File: src/rtl/ptw_pkg.sv
package ptw_pkg;

  typedef enum logic [1:0] {
    MODE_L4  = 2'd0,
    MODE_L3  = 2'd1,
    MODE_L2  = 2'd2,
    MODE_L2B = 2'd3
  } walk_mode_e;

  typedef enum logic [2:0] {
    ST_IDLE,
    ST_ISSUE,
    ST_WAIT,
    ST_HOLD,
    ST_DONE
  } walk_state_e;

  function automatic logic [63:0] pa_mask(input int unsigned pa_w);
    return (64'd1 << pa_w) - 64'd1;
  endfunction

  function automatic logic [2:0] top_level(input walk_mode_e m);
    case (m)
      MODE_L4: return 3'd4;
      MODE_L3: return 3'd3;
      default: return 3'd2;
    endcase
  endfunction

  function automatic logic wide_entry(input walk_mode_e m);
    return (m == MODE_L4) || (m == MODE_L3);
  endfunction

  function automatic logic [9:0] level_index(input walk_mode_e m, input logic [2:0] lvl,
                                             input logic [63:0] va);
    logic w;
    w = wide_entry(m);
    case (lvl)
      3'd4: return {1'b0, va[47:39]};
      3'd3: return (m == MODE_L3) ? {8'd0, va[31:30]} : {1'b0, va[38:30]};
      3'd2: return w ? {1'b0, va[29:21]} : va[31:22];
      3'd1: return w ? {1'b0, va[20:12]} : va[21:12];
      default: return 10'd0;
    endcase
  endfunction

  function automatic logic [12:0] entry_offset(input walk_mode_e m, input logic [2:0] lvl,
                                               input logic [63:0] va);
    logic [9:0] idx;
    idx = level_index(m, lvl, va);
    return wide_entry(m) ? {idx, 3'b000} : {1'b0, idx, 2'b00};
  endfunction

  function automatic logic [63:0] root_base(input walk_mode_e m, input logic [63:0] root,
                                            input int unsigned pa_w);
    logic [63:0] keep;
    keep = (m == MODE_L3) ? ~64'h1F : ~64'hFFF;
    return root & keep & pa_mask(pa_w);
  endfunction

  function automatic logic [63:0] entry_view(input walk_mode_e m, input logic [63:0] data);
    return wide_entry(m) ? data : {32'd0, data[31:0]};
  endfunction

  function automatic logic [63:0] table_base(input walk_mode_e m, input logic [63:0] data,
                                             input int unsigned pa_w);
    return entry_view(m, data) & pa_mask(pa_w) & ~64'hFFF;
  endfunction

  function automatic logic big_leaf(input walk_mode_e m, input logic [2:0] lvl,
                                    input logic [63:0] data);
    return (m == MODE_L2B) && (lvl == 3'd2) && data[7];
  endfunction

  function automatic logic [63:0] frame_num(input walk_mode_e m, input logic [2:0] lvl,
                                            input logic [63:0] data, input logic [63:0] va,
                                            input int unsigned pa_w);
    if (big_leaf(m, lvl, data))
      return {44'd0, data[31:22], va[21:12]};
    return table_base(m, data, pa_w) >> 12;
  endfunction

endpackage

File: src/rtl/ptw_addr_gen.sv
module ptw_addr_gen
  import ptw_pkg::*;
#(
  parameter int unsigned VA_W = 48,
  parameter int unsigned PA_W = 40
) (
  input  logic [PA_W-1:0] base,
  input  logic [VA_W-1:0] va,
  input  walk_mode_e      mode,
  input  logic [2:0]      level,
  output logic [PA_W-1:0] addr,
  output logic            wide
);
  logic [12:0] offs;

  always_comb begin
    offs = entry_offset(mode, level, 64'(va));
    addr = base + PA_W'(offs);
    wide = wide_entry(mode);
  end
endmodule

File: src/rtl/ptw_entry_eval.sv
module ptw_entry_eval
  import ptw_pkg::*;
#(
  parameter int unsigned VA_W = 48,
  parameter int unsigned PA_W = 40,
  localparam int unsigned FRAME_W = PA_W - 12
) (
  input  logic [63:0]        data,
  input  logic [VA_W-1:0]    va,
  input  walk_mode_e         mode,
  input  logic [2:0]         level,
  output logic               present,
  output logic               leaf,
  output logic [PA_W-1:0]    next_base,
  output logic [FRAME_W-1:0] frame
);
  always_comb begin
    present   = data[0];
    leaf      = (level == 3'd1) || big_leaf(mode, level, data);
    next_base = PA_W'(table_base(mode, data, PA_W));
    frame     = FRAME_W'(frame_num(mode, level, data, 64'(va), PA_W));
  end
endmodule

File: src/rtl/pt_walker.sv
module pt_walker
  import ptw_pkg::*;
#(
  parameter int unsigned VA_W = 48,
  parameter int unsigned PA_W = 40,
  localparam int unsigned FRAME_W = PA_W - 12
) (
  input  logic               clk,
  input  logic               rst_n,
  input  logic               start_valid,
  output logic               start_ready,
  input  logic [VA_W-1:0]    start_va,
  input  logic [PA_W-1:0]    start_root,
  input  logic [1:0]         start_mode,
  input  logic               start_nc,
  output logic               mem_req_valid,
  input  logic               mem_req_ready,
  output logic [PA_W-1:0]    mem_req_addr,
  output logic               mem_req_wide,
  output logic               mem_req_nc,
  input  logic               mem_rsp_valid,
  input  logic               mem_rsp_nack,
  input  logic [63:0]        mem_rsp_data,
  input  logic               mem_retry,
  output logic               res_valid,
  output logic               res_fault,
  output logic [2:0]         res_level,
  output logic [FRAME_W-1:0] res_frame
);
  walk_state_e        state_q;
  walk_mode_e         mode_q;
  logic [VA_W-1:0]    va_q;
  logic [PA_W-1:0]    base_q;
  logic [2:0]         level_q;
  logic               nc_q;
  logic               fault_q;
  logic [2:0]         rlevel_q;
  logic [FRAME_W-1:0] frame_q;

  // named internal events
  logic start_fire, req_fire, req_refused, rsp_take, rsp_nacked, rsp_good;
  logic ent_present, ent_leaf;
  logic [PA_W-1:0]    ent_next_base;
  logic [FRAME_W-1:0] ent_frame;
  walk_mode_e         start_mode_e;

  assign start_mode_e  = walk_mode_e'(start_mode);
  assign start_ready   = (state_q == ST_IDLE);
  assign mem_req_valid = (state_q == ST_ISSUE);
  assign mem_req_nc    = nc_q;
  assign start_fire    = start_valid && start_ready;
  assign req_fire      = mem_req_valid && mem_req_ready;
  assign req_refused   = mem_req_valid && !mem_req_ready;
  assign rsp_take      = (state_q == ST_WAIT) && mem_rsp_valid;
  assign rsp_nacked    = rsp_take && mem_rsp_nack;
  assign rsp_good      = rsp_take && !mem_rsp_nack;
  assign res_valid     = (state_q == ST_DONE);
  assign res_fault     = fault_q;
  assign res_level     = rlevel_q;
  assign res_frame     = frame_q;

  ptw_addr_gen #(.VA_W(VA_W), .PA_W(PA_W)) u_addr (
    .base  (base_q),
    .va    (va_q),
    .mode  (mode_q),
    .level (level_q),
    .addr  (mem_req_addr),
    .wide  (mem_req_wide)
  );

  ptw_entry_eval #(.VA_W(VA_W), .PA_W(PA_W)) u_eval (
    .data      (mem_rsp_data),
    .va        (va_q),
    .mode      (mode_q),
    .level     (level_q),
    .present   (ent_present),
    .leaf      (ent_leaf),
    .next_base (ent_next_base),
    .frame     (ent_frame)
  );

  always_ff @(posedge clk) begin
    if (!rst_n) begin
      state_q  <= ST_IDLE;
      mode_q   <= MODE_L4;
      va_q     <= '0;
      base_q   <= '0;
      level_q  <= 3'd0;
      nc_q     <= 1'b0;
      fault_q  <= 1'b0;
      rlevel_q <= 3'd0;
      frame_q  <= '0;
    end else begin
      case (state_q)
        ST_IDLE: if (start_fire) begin
          va_q    <= start_va;
          mode_q  <= start_mode_e;
          nc_q    <= start_nc;
          base_q  <= PA_W'(root_base(start_mode_e, 64'(start_root), PA_W));
          level_q <= top_level(start_mode_e);
          state_q <= ST_ISSUE;
        end
        ST_ISSUE: state_q <= req_fire ? ST_WAIT : ST_HOLD;
        ST_HOLD:  if (mem_retry) state_q <= ST_ISSUE;
        ST_WAIT: begin
          if (rsp_nacked) begin
            state_q <= ST_HOLD;
          end else if (rsp_good) begin
            if (!ent_present) begin
              fault_q  <= 1'b1;
              rlevel_q <= level_q;
              frame_q  <= '0;
              state_q  <= ST_DONE;
            end else if (ent_leaf) begin
              fault_q  <= 1'b0;
              rlevel_q <= level_q;
              frame_q  <= ent_frame;
              state_q  <= ST_DONE;
            end else begin
              base_q  <= ent_next_base;
              level_q <= level_q - 3'd1;
              state_q <= ST_ISSUE;
            end
          end
        end
        ST_DONE: state_q <= ST_IDLE;
        default: state_q <= ST_IDLE;
      endcase
    end
  end

  AST_BUSY_START_IGNORED: assert property (@(posedge clk) disable iff (!rst_n)
    (start_valid && !start_ready) |=> ($stable(va_q) && $stable(mode_q)));
  AST_LEVEL_IN_RANGE: assert property (@(posedge clk) disable iff (!rst_n)
    mem_req_valid |-> (level_q >= 3'd1 && level_q <= 3'd4));
  AST_FAULT_HAS_LEVEL: assert property (@(posedge clk) disable iff (!rst_n)
    (res_valid && res_fault) |-> (res_level != 3'd0 && res_frame == '0));
  AST_REFUSED_HELD: assert property (@(posedge clk) disable iff (!rst_n)
    req_refused |=> (!mem_req_valid && $stable(mem_req_addr) && $stable(mem_req_nc)));
  AST_NACK_NO_ADVANCE: assert property (@(posedge clk) disable iff (!rst_n)
    rsp_nacked |=> (!mem_req_valid && $stable(level_q) && $stable(mem_req_addr)));
  AST_ONE_OUTSTANDING: assert property (@(posedge clk) disable iff (!rst_n)
    req_fire |=> !mem_req_valid);
  AST_RESULT_PULSE: assert property (@(posedge clk) disable iff (!rst_n)
    res_valid |=> (!res_valid && start_ready));
endmodule

File: config.mk
export PLATFORM = sky130hd
export DESIGN_NAME = pt_walker
export DESIGN_NICKNAME = d
export VERILOG_FILES = /design/src/rtl/ptw_pkg.sv /design/src/rtl/ptw_addr_gen.sv /design/src/rtl/ptw_entry_eval.sv /design/src/rtl/pt_walker.sv
export SDC_FILE = /design/constraint.sdc
export NUM_CORES = 1
export LEC_CHECK = 0
export ABC_AREA = 1
export BUFFER_PORTS_ARGS = -buffer_cell sky130_fd_sc_hd__buf_2
export CAP_MARGIN = 30
export CORE_ASPECT_RATIO = 1.75
export CORE_MARGIN = 3
export CORE_UTILIZATION = 50
export CTS_BUF_LIST = sky130_fd_sc_hd__clkbuf_8
export CTS_CLUSTER_DIAMETER = 40
export DETAILED_ROUTE_END_ITERATION = 12
export HOLD_SLACK_MARGIN = 0.05
export PLACE_DENSITY = 0.88
export SLEW_MARGIN = 10
export SYNTH_ARGS = -nofsm -noshare
export SYNTH_HDL_FRONTEND = slang
export SYNTH_SLANG_ARGS = --single-unit
File: constraint.sdc
create_clock -name clk -period 4.2 [get_ports clk]
set_clock_uncertainty 0.1 [all_clocks]
set_input_delay 0.84 -clock clk [delete_from_list [all_inputs] [get_ports clk]]
set_output_delay 0.84 -clock clk [all_outputs]
set_load 0.05 [all_outputs]
# Word-level counts from Yosys, hierarchy flattened
# Cells that the tools add are included.
[totals]
ff_bits = 129
input_bits = 162
elab_cells = 87
[op_classes]
n_addsub = 2
n_eq_ne = 19
mux = 37
bitwise_logic = 2
reduce_logical = 18
[op_table]
columns = ["op", "n"]
rows = [
  ["40-bit 2-to-1 mux", 6],
  ["28-bit 2-to-1 mux", 4],
  ["40-bit case mux with 2 select lines", 1],
  ["40-bit by 13-bit adder with 40-bit output", 1],
  ["40-bit bitwise AND", 1],
  ["10-bit case mux with 4 select lines", 1],
  ["3-bit 2-to-1 mux", 13],
  ["10-bit 2-to-1 mux", 2],
  ["13-bit 2-to-1 mux", 1],
  ["3-bit by 2-bit equality test with 1-bit output, second input constant", 4],
  ["12-bit 2-to-1 mux", 1],
  ["3-bit case mux with 2 select lines", 2],
  ["3-bit case mux with 4 select lines", 1],
  ["2-bit != test, second input constant", 5],
  ["9-bit 2-to-1 mux", 1],
  ["1-bit logical AND", 7],
  ["3-bit by 1-bit equality test with 1-bit output, second input constant", 2],
  ["3-bit equality test, second input constant", 2],
  ["6-bit AND reduction", 1],
  ["2-bit by 1-bit equality test with 1-bit output, second input constant", 2],
  ["2-bit zero test", 2],
  ["1-bit 2-to-1 mux", 4],
  ["2-bit by 1-bit != test with 1-bit output, second input constant", 2],
  ["4-bit AND reduction", 1],
  ["other kinds (10)", 11],
]

# Depth between registers and ports, before layout
# Gate-level depths: netlist of the first run.
[logic_depth]
word_depth = 9
ltp_mapped = 19
ltp_nobuf = 19

# Modules after synthesis
# Synthesis of the first run repeated with hierarchy kept, for this count alone.
[hier_totals]
hier_cells = 1233
hier_area_um2 = 7930.1
[by_module_without_submodules]
columns = ["mod", "instances", "cells_per_inst", "area_per_inst_um2", "seq_area_each_um2"]
rows = [
  ["pt_walker", 1, 695, 5185.0, 2582.5],
  ["ptw_addr_gen", 1, 427, 2107.0, 0.0],
  ["ptw_entry_eval", 1, 111, 638.1, 0.0],
]

# Worst setup path after synthesis of the first run
# No wires, ideal clock.
[synth_timing]
path_type = "reg-to-output"
startpoint = "reg mode_q[1]"
endpoint = "out mem_req_addr[15]"
t_arrival_ns = 3.696
t_required_ns = 3.260
path_slack_ns = -0.436
stages_incl_launch_ff = 15
path_buffers = 3
cell_sequence = "dfxtp_1 buf_2 inv_1 clkbuf_1 clkbuf_1 nand2_1 o21ai_0 ha_1 inv_1 fa_1 nor2_1 o21ai_0 o211ai_1 nand2_1 xnor2_1"
[synth_between]
elab_chain_len = 6
word_cells_on_any_way = 9
classes_between = "add/sub (1); eq/ne (1); mux (5); reduce/logical (2)"
[synth_lines]
columns = ["element", "line_no", "rtl"]
rows = [
  ["start, declared", "pt_walker.sv:31", "walk_mode_e mode_q;"],
  ["start signal, assigned", "pt_walker.sv:97", "mode_q <= start_mode_e;"],
  ["2-bit by 1-bit equality test with 1-bit output / 2-bit zero test (equally long branches)", "-", ""],
  ["1-bit logical OR *", "-", ""],
  ["via mem_req_wide", "pt_walker.sv:19", "output logic mem_req_wide,"],
  ["10-bit 2-to-1 mux (on tied branches)", "ptw_pkg.sv:41, ptw_pkg.sv:42", ""],
  ["10-bit case mux with 4 select lines", "ptw_pkg.sv:38", "case (lvl)"],
  ["13-bit 2-to-1 mux *", "ptw_pkg.sv:51", "return wide_entry(m) ? {idx, 3'b000} : {1'b0, idx, 2'b00};"],
  ["40-bit by 13-bit adder with 40-bit output *", "ptw_addr_gen.sv:18", "addr = base + PA_W'(offs);"],
  ["end, declared", "pt_walker.sv:18", "output logic [PA_W-1:0] mem_req_addr,"],
]
# The timed path passes the listed nets; every way through them passes the cells marked *.

# Final worst setup path of the first run
[layout_timing]
startpoint = "reg level_q[0]"
endpoint = "out mem_req_addr[38]"
[layout_between]
elab_chain_len = 4
word_cells_on_any_way = 7
classes_between = "add/sub (1); eq/ne (4); mux (2)"
[layout_lines]
columns = ["element", "line_no", "rtl"]
rows = [
  ["start, declared", "pt_walker.sv:34", "logic [2:0] level_q;"],
  ["start signal, assigned", "pt_walker.sv:100", "level_q <= top_level(start_mode_e);"],
  ["start signal, assigned", "pt_walker.sv:121", "level_q <= level_q - 3'd1;"],
  ["3-bit by 1-bit equality test with 1-bit output (tied with other cells)", "ptw_pkg.sv:38", ""],
  ["10-bit case mux with 4 select lines *", "ptw_pkg.sv:38", ""],
  ["13-bit 2-to-1 mux *", "ptw_pkg.sv:51", ""],
  ["40-bit by 13-bit adder with 40-bit output *", "ptw_addr_gen.sv:18", ""],
]
# Every way passes the cells marked *; elsewhere a longest branch is shown, timed or not.

==> impl_results.md, run 1 <==
- Die W: ~94 um
- Fin util: 65.5%
- Cells along the critical path: ha_1 > nand2_2 > inv_4 > buf_4 > a31oi_1 > o21ai_1 > nand2_1 > nand2_2 > ha_4 > nand2_2 > nor2_1 > buf_4 > nand4_1 > nor2_1 > nand3_1 > nand2_1 > nand2_1 > nand2_1 > buf_12
- Seq cells post-synth: between 100 and 150
- Worst Tran Pin Value: 0.948 ns
- Vias per cell: roughly 5.5
- Residual DRC: 0
- Post-Syn Area: 6770 um^2
- Static Leak: roughly 4 nW
- Async set or reset register ratio after synthesis: 0%
- Top FF cell, synth: dfxtp_1
- Routability-driven placement congestion ratio: ~0.97
- Gr ovfl total: 0
- Post-synth EDFFs: 0
- Die Footprint: about 15000 um^2
- Gate Count Post-Synth: 1075
- Post-layout minimum cycle time: 4.19 ns
- Commonest cells in the netlist: 288 x nand2_1, 137 x nor2_1, 120 x a21oi_1
- Min-delay src: va_q[35]
- Placed inst area: approximately 8000 um^2
- Post-synthesis sequential area ratio: 33.1%
- WL per Instance: 15.7 um
- Critical Path End Type: output port
- Average cell area after synthesis: 6.30 um^2
- Antenna-violating nets left: 0
- Req. time, crit path: 3.26 ns
- Layout Nets: 1418
- First-pass GRT wire length: 34500 um
- CTS H-tree lvls: 3
- Area growth syn-to-layout: 26.5%
- CP Data Arrival Time: 3.25 ns
- Number of max-cap violations: 0
- Final hold vios: 0
- Warnings, synthesis: 0
- Synth area leader: dfxtp_1
- R2R Path Start: state_q[1]
- Die height: about 160 um
- Vias in the first global route: approximately 7300
- Core Region: approximately 13000 um^2
- Maximum root-to-sink buffer count: 2
- Crit share post-route: 99.7%
- Max Freq: 0.239 GHz
- Routed vias: just under 8000
- Startpoint Class: flop
- Min Hold Slack: between 0.3 and 0.4 ns
- Finish-stage setup viols: 0
- I/O pin count: 239
- DP HPWL: ~17000 um
- Largest net degree at the start of global routing: 82
- Total track usage: 28.8%
- Setup TNS: 0 ns
- RSZ-0062 raised after global routing: true
- Iteration-0 DRC count of the detailed router: 592
- Clock-pin slew on the worst setup and hold paths: about 0.1 ns
- Worst-path fanout max: 7
- Initial antenna violation count: 1
- Most frequent cell after synthesis: nand2_1
- Fillers: approximately 1200
- Largest cells by area after synthesis: dfxtp_1 33%, nand2_1 16%, a21oi_1 8.9%
- Clock insertion delay at the later pin of the skew report: 0.38 ns
- Sink Count: 112
- Starting Density: 51.8%
- Power density over the cells: between 500 and 600 nW/um^2
- Final instance area: 8560 um^2
- Yosys top cell area share: 33.1%
- Layout cells sized above 1: between 20% and 30%
- Kind of critical path: flop to output port
- I/O Buffers: between 150 and 200
- Most frequent CP cell: nand2_1
- R2R Setup Slk: 1.33 ns
- Outcome: completed
- Fin. max-slew vios: 0
- Rows: 55
- CP peak stage delay: roughly 0.4 ns
- Crit-path slowest cell: dfxtp_4
- Drt pass-1 iters: 6
- TritonCTS clock tree: yes
- VDD IR-drop max: between 0.3 and 0.4 mV
- CTS buffer count: 9
- Netlist cell types: 38
- Slew HR: between 30% and 40%
- Final wirelength: approximately 22000 um
- Setup crit start: level_q[0]
- Clock Root Buffer: clkbuf_8
- Worst Hold Class: flop to flop
==> logic make-up after synthesis <==
| logic type | Yosys count | synth area share [%] |
|---|---|---|
| other cells | 1 | 0.0554 |
| fa+ha+maj | 14 | 2.70 |
| xor+xnor | 19 | 2.46 |
| buf+inv | 148 | 9.41 |
| flops | 112 | 33.1 |
| simple gates | 562 | 35.4 |
| compound gates | 219 | 16.9 |
==> metrics by stage <==
step                instances  total power [mW]  worst slack [ns]
detailed placement       1397              3.94            0.0517
global route             1419              5.16            -0.101
CTS                      1414              4.68           0.00292
floorplan                1077              3.28            0.0825
finish                   1419              4.85            0.0116
global placement         1396              3.90             0.131
==> where the power goes <==
group / internal [mW] / switching [mW]
registers: 1.28 / 0.262
clock network: 0.290 / 0.369
logic: 0.894 / 1.76
==> worst paths after layout <==
path,endpoint,cells past startpoint
worst min-delay path,va_q[35],2
worst max register to register,base_q[31],9
worst max-delay path,mem_req_addr[38],19
worst min register to register,va_q[35],2
==> final cells by class <==
type | instances | area [um^2] | share of cell area, %
Clock buffer | 10 | 138 | 1.61
Timing Repair Buffer | 215 | 1330 | 15.6
Antenna cell | 1 | 2.50 | 0.0292
Inverter | 87 | 339 | 3.96
Multi-Input combinational cell | 817 | 4230 | 49.4
Sequential cell | 112 | 2250 | 26.3
Tap cell | 171 | 214 | 2.50
Clock inverter | 6 | 58.8 | 0.687
==> worst max-delay path, delay by kind of cell (launching register included) <==
kind	cells	cell delay (ns)
and+or+nand+nor	11	1.13
adders and majority gates	2	0.53
DFF	1	0.39
buffers and inverters	4	0.53
AOI/OAI and AO/OA	2	0.30
==> per-layer routing <==
metal	vias to the layer above	GRT usage (%)	wire, um
li1	3841	-	-
met1	3479	31.2	7790
met2	381	51.3	11700
met3	78	3.72	1460
met4	0	18.1	1300
met5	-	0	0
==> registers in the layout (all words and copies together), names as in the netlist <==
name / count
mode_q: 2
mem_req_nc: 1
res_level: 3
level_q: 3
base_q: 35
res_fault: 1
va_q: 36
state_q: 3
res_frame: 28
==> cells in the final DEF, fill, tap and decap left out, drive strengths merged <==
| cell | count |
|---|---|
| nand2 | 291 |
| buf | 214 |
| nor2 | 139 |
| a21oi | 120 |
| dfxtp | 112 |
| inv | 89 |
| o21ai | 79 |
| nand3 | 73 |
| nand3b | 29 |
| nand4 | 15 |
| ha | 13 |
| nor3 | 12 |
| clkbuf | 11 |
| xor2 | 11 |
| xnor2 | 8 |
| o22ai | 5 |
| a31oi | 4 |
| conb | 3 |
| o2111ai | 3 |
| o21a | 2 |
| o211ai | 2 |
| nor3b | 2 |
| clkinv | 2 |
| diode | 1 |
| a221oi | 1 |
| a21o | 1 |
| or2 | 1 |
| a211oi | 1 |
| o21bai | 1 |
| fa | 1 |
| clkinvlp | 1 |
| bufinv | 1 |
==> timing repair <==
item / CTS / global route
gates resized for setup: 43 / 70
endpoints found under the setup margin: 30 / 29
setup buffers: 0 / 4
pin swaps: 5 / 20
hold buffers: 0 / 0
gates cloned: 1 / 0
Power figures use the tool's default switching activity.
==> run 2, diff against run 1 <==
--- a/config.mk
+++ b/config.mk
@@ -8,7 +8,7 @@
 export ABC_AREA = 1
 export BUFFER_PORTS_ARGS = -buffer_cell sky130_fd_sc_hd__buf_2
 export CAP_MARGIN = 30
-export CORE_ASPECT_RATIO = 1.75
+export CORE_ASPECT_RATIO = 0.7
 export CORE_MARGIN = 3
 export CORE_UTILIZATION = 50
 export CTS_BUF_LIST = sky130_fd_sc_hd__clkbuf_8
==> run 2 against run 1 <==
Effect of this change:
- critical endpoint is now mem_req_addr[15]
- largest power group unchanged
- sequential share of layout area about the same
- highest routed layer unchanged
- global-route usage increased by 0.38 points
- register-to-register slack improved by 0.19 ns
==> impl_results.md, run 2 (synthesis results as in run 1) <==
- Vias per cell: 5.48 (about the same)
- Req. time, crit path: 3.26 ns (about the same)
- Die Footprint: 15000 um^2 (about the same)
- CTS Hold Bufs: 0 (unchanged)
- R2R Path Start: state_q[2] (was state_q[1])
- Iteration-0 DRC count of the detailed router: 728 (was 592)
- Commonest non-fill, non-tap cells in the layout: 273 x nand2_1, 164 x buf_2, 131 x nor2_1 (was 272 x nand2_1, 164 x buf_2, 130 x nor2_1)
- Clock Root Buffer: clkbuf_8 (unchanged)
- Layout Nets: 1419 (was 1418)
- Crit share post-route: 98.4% (was 99.7%)
- FF/Latch Area: 2250 um^2 (about the same)
- Crit-path slowest cell: dfxtp_4 (unchanged)
- Fin. max-slew vios: 0 (unchanged)
- Initial antenna violation count: 0 (was 1)
- Gr ovfl total: 0 (unchanged)
- Layout cells sized above 1: 24.6% (was 24.3%)
- CP Data Arrival Time: 3.19 ns (was 3.25 ns)
- Hold path depth: 2 (unchanged)
- Number of max-cap violations: 0 (unchanged)
- Max Freq: 0.242 GHz (was 0.239 GHz)
- Routed vias: 7829 (was 7779)
- Final WS setup: 0.0655 ns (was 0.0116 ns)
- CTS H-tree lvls: 3 (unchanged)
- Setup TNS: 0 ns (unchanged)
- Starting Density: 52.9% (was 51.8%)
- Total track usage: 29.2% (was 28.8%)
- Static Leak: 4.05 nW (about the same)
- Residual DRC: 0 (unchanged)
- Power density over the cells: 578 nW/um^2 (was 567 nW/um^2)
- Fillers: 1173 (was 1191)
- Worst Hold Class: flop to flop (unchanged)
- Die height: 103 um (was 160 um)
- Final wirelength: 23200 um (was 22200 um)
- Area growth syn-to-layout: 26.8% (was 26.5%)
- DP HPWL: 17300 um (was 16900 um)
- Rows: 34 (was 55)
- Finish-stage setup viols: 0 (unchanged)
- Setup crit start: level_q[0] (unchanged)
- Clock insertion delay at the later pin of the skew report: 0.39 ns (was 0.38 ns)
- Buf+Inv Stages, Crit Path: 3 (was 4)
- Reg2reg path depth: 7 (was 9)
- Outcome: completed (unchanged)
- Clock-pin slew on the worst setup and hold paths: 0.11 ns (was 0.10 ns)
- RSZ-0062 raised after global routing: true (unchanged)
- Die W: 145 um (was 94.0 um)
- Worst-path fanout max: 5 (was 7)
- TritonCTS clock tree: yes (unchanged)
- Placed inst area: 7910 um^2 (was 7960 um^2)
- Top reg by flops: va_q (unchanged)
- Commonest non-fill, non-tap cell in the layout: nand2_1 (unchanged)
- WL per Instance: 16.2 um (was 15.7 um)
- Critical Path End Type: output port (unchanged)
- I/O pin count: 239 (unchanged)
- CTS buffer count: 9 (unchanged)
- Startpoint Class: flop (unchanged)
- Routability-driven placement congestion ratio: 0.985 (was 0.971)
- Vias in the first global route: 6838 (was 7272)
- Slew HR: 38.5% (was 36.4%)
- Drt pass-1 iters: 5 (was 6)
- VDD IR-drop max: 0.345 mV (was 0.399 mV)
- CP peak stage delay: 0.39 ns (about the same)
- Dpl ws: 0.112 ns (was 0.0517 ns)
- R2R Setup Slk: 1.52 ns (was 1.33 ns)
- Maximum root-to-sink buffer count: 2 (unchanged)
- First-pass GRT wire length: 35200 um (was 34500 um)
- Final instance area: 8590 um^2 (was 8560 um^2)
- Largest net degree at the start of global routing: 82 (unchanged)
- Post-layout minimum cycle time: 4.13 ns (was 4.19 ns)
- Sink Count: 112 (unchanged)
- Min Hold Slack: 0.370 ns (was 0.371 ns)
- Final hold vios: 0 (unchanged)
- Worst Tran Pin Value: 0.921 ns (was 0.948 ns)
- Crit path depth: 17 (was 19)
- CP Capture Point: mem_req_addr[15] (was mem_req_addr[38])
- Critical R2R Capture: level_q[0] (was base_q[31])
- I/O Buffers: 185 (unchanged)
- Most frequent CP cell: o21ai_1 (was nand2_1)
- Antenna cell count: 0 (was 1)
- Cells along the critical path: inv_6 > ha_4 > nand2_4 > a21oi_2 > o21ai_1 > o21ai_1 > nor2_2 > o21ai_1 > ha_2 > inv_2 > fa_2 > nor2_4 > o21ai_2 > o211ai_1 > nand2_1 > xnor2_2 > buf_6 (was ha_1 > nand2_2 > inv_4 > buf_4 > a31oi_1 > o21ai_1 > nand2_1 > nand2_2 > ha_4 > nand2_2 > nor2_1 > buf_4 > nand4_1 > nor2_1 > nand3_1 > nand2_1 > nand2_1 > nand2_1 > buf_12)
- Core Region: 12800 um^2 (was 13100 um^2)
- Antenna-violating nets left: 0 (unchanged)
- Crit-path leading delay family: adder cells (was simple AND/OR/NAND/NOR gates)
- Kind of critical path: flop to output port (unchanged)
- Footprint of the multi-input gates: 4220 um^2 (was 4230 um^2)
- Largest register FFs: 36 (unchanged)
## run 2: cell types whose count changed in the layout (fill, tap and decap cells not counted), sizes merged
cell	change
buf	+1
clkbuf	-1
inv	-1
clkinv	+3
diode	-1
clkinvlp	-1
## run 2: where the power goes
part           internal (mW)  leakage (nW)  switching (mW)
clock network          0.291         0.110           0.416
logic                  0.893          3.02            1.80
registers               1.28         0.922           0.283
## run 2: area by class of cell
type | instances | area share (%)
tap | 180 | 2.62
multi-input combinational | 817 | 49.1
sequential | 112 | 26.2
inverter | 87 | 3.92
clock buffer | 9 | 1.44
clock inverter | 7 | 1.06
timing repair buffer | 216 | 15.6
## run 2: repair_timing
item,in CTS,in global routing
gates resized for setup,40,82
setup endpoints to repair,30,30
pin swaps,3,25
setup buffers,0,8
gates cloned,0,1
## run 2: how the worst min path moves through the flow
stage | start | endpoint | slack [ns]
final | va_q[47] | va_q[47] | 0.37
after global placement | va_q[46] | va_q[46] | 0.34
after detailed placement | va_q[40] | va_q[40] | 0.35
after global routing | va_q[40] | va_q[40] | 0.38
after CTS | va_q[40] | va_q[40] | 0.37
after floorplan | va_q[42] | va_q[42] | 0.32
## run 2: routing by layer
layer	vias up	track usage [%]	wire length, um
met2	431	43.4	9530
met3	35	8.49	2900
met5	-	0	0
li1	3836	-	-
met4	0	7.15	427
met1	3527	42.0	10300
## run 2: metrics by stage
step           std cells  power, mW  utilization [%]
6_report            1428       4.96             67.1
4_1_cts             1419       4.70             64.3
3_5_place_dp        1403       3.92             61.8
2_1_floorplan       1077       3.28                -
5_1_grt             1428       5.24             67.1
3_3_place_gp        1402       3.88             61.6
## run 2: worst register-to-register path, stage by stage, from the launching register on
cell and delay, ns:
dfxtp_1 0.40, nor3_2 0.75, o21ai_2 0.09, inv_2 0.69
nand2_1 0.28, nand2_1 0.11, nand2_1 0.06, nor2_1 0.12
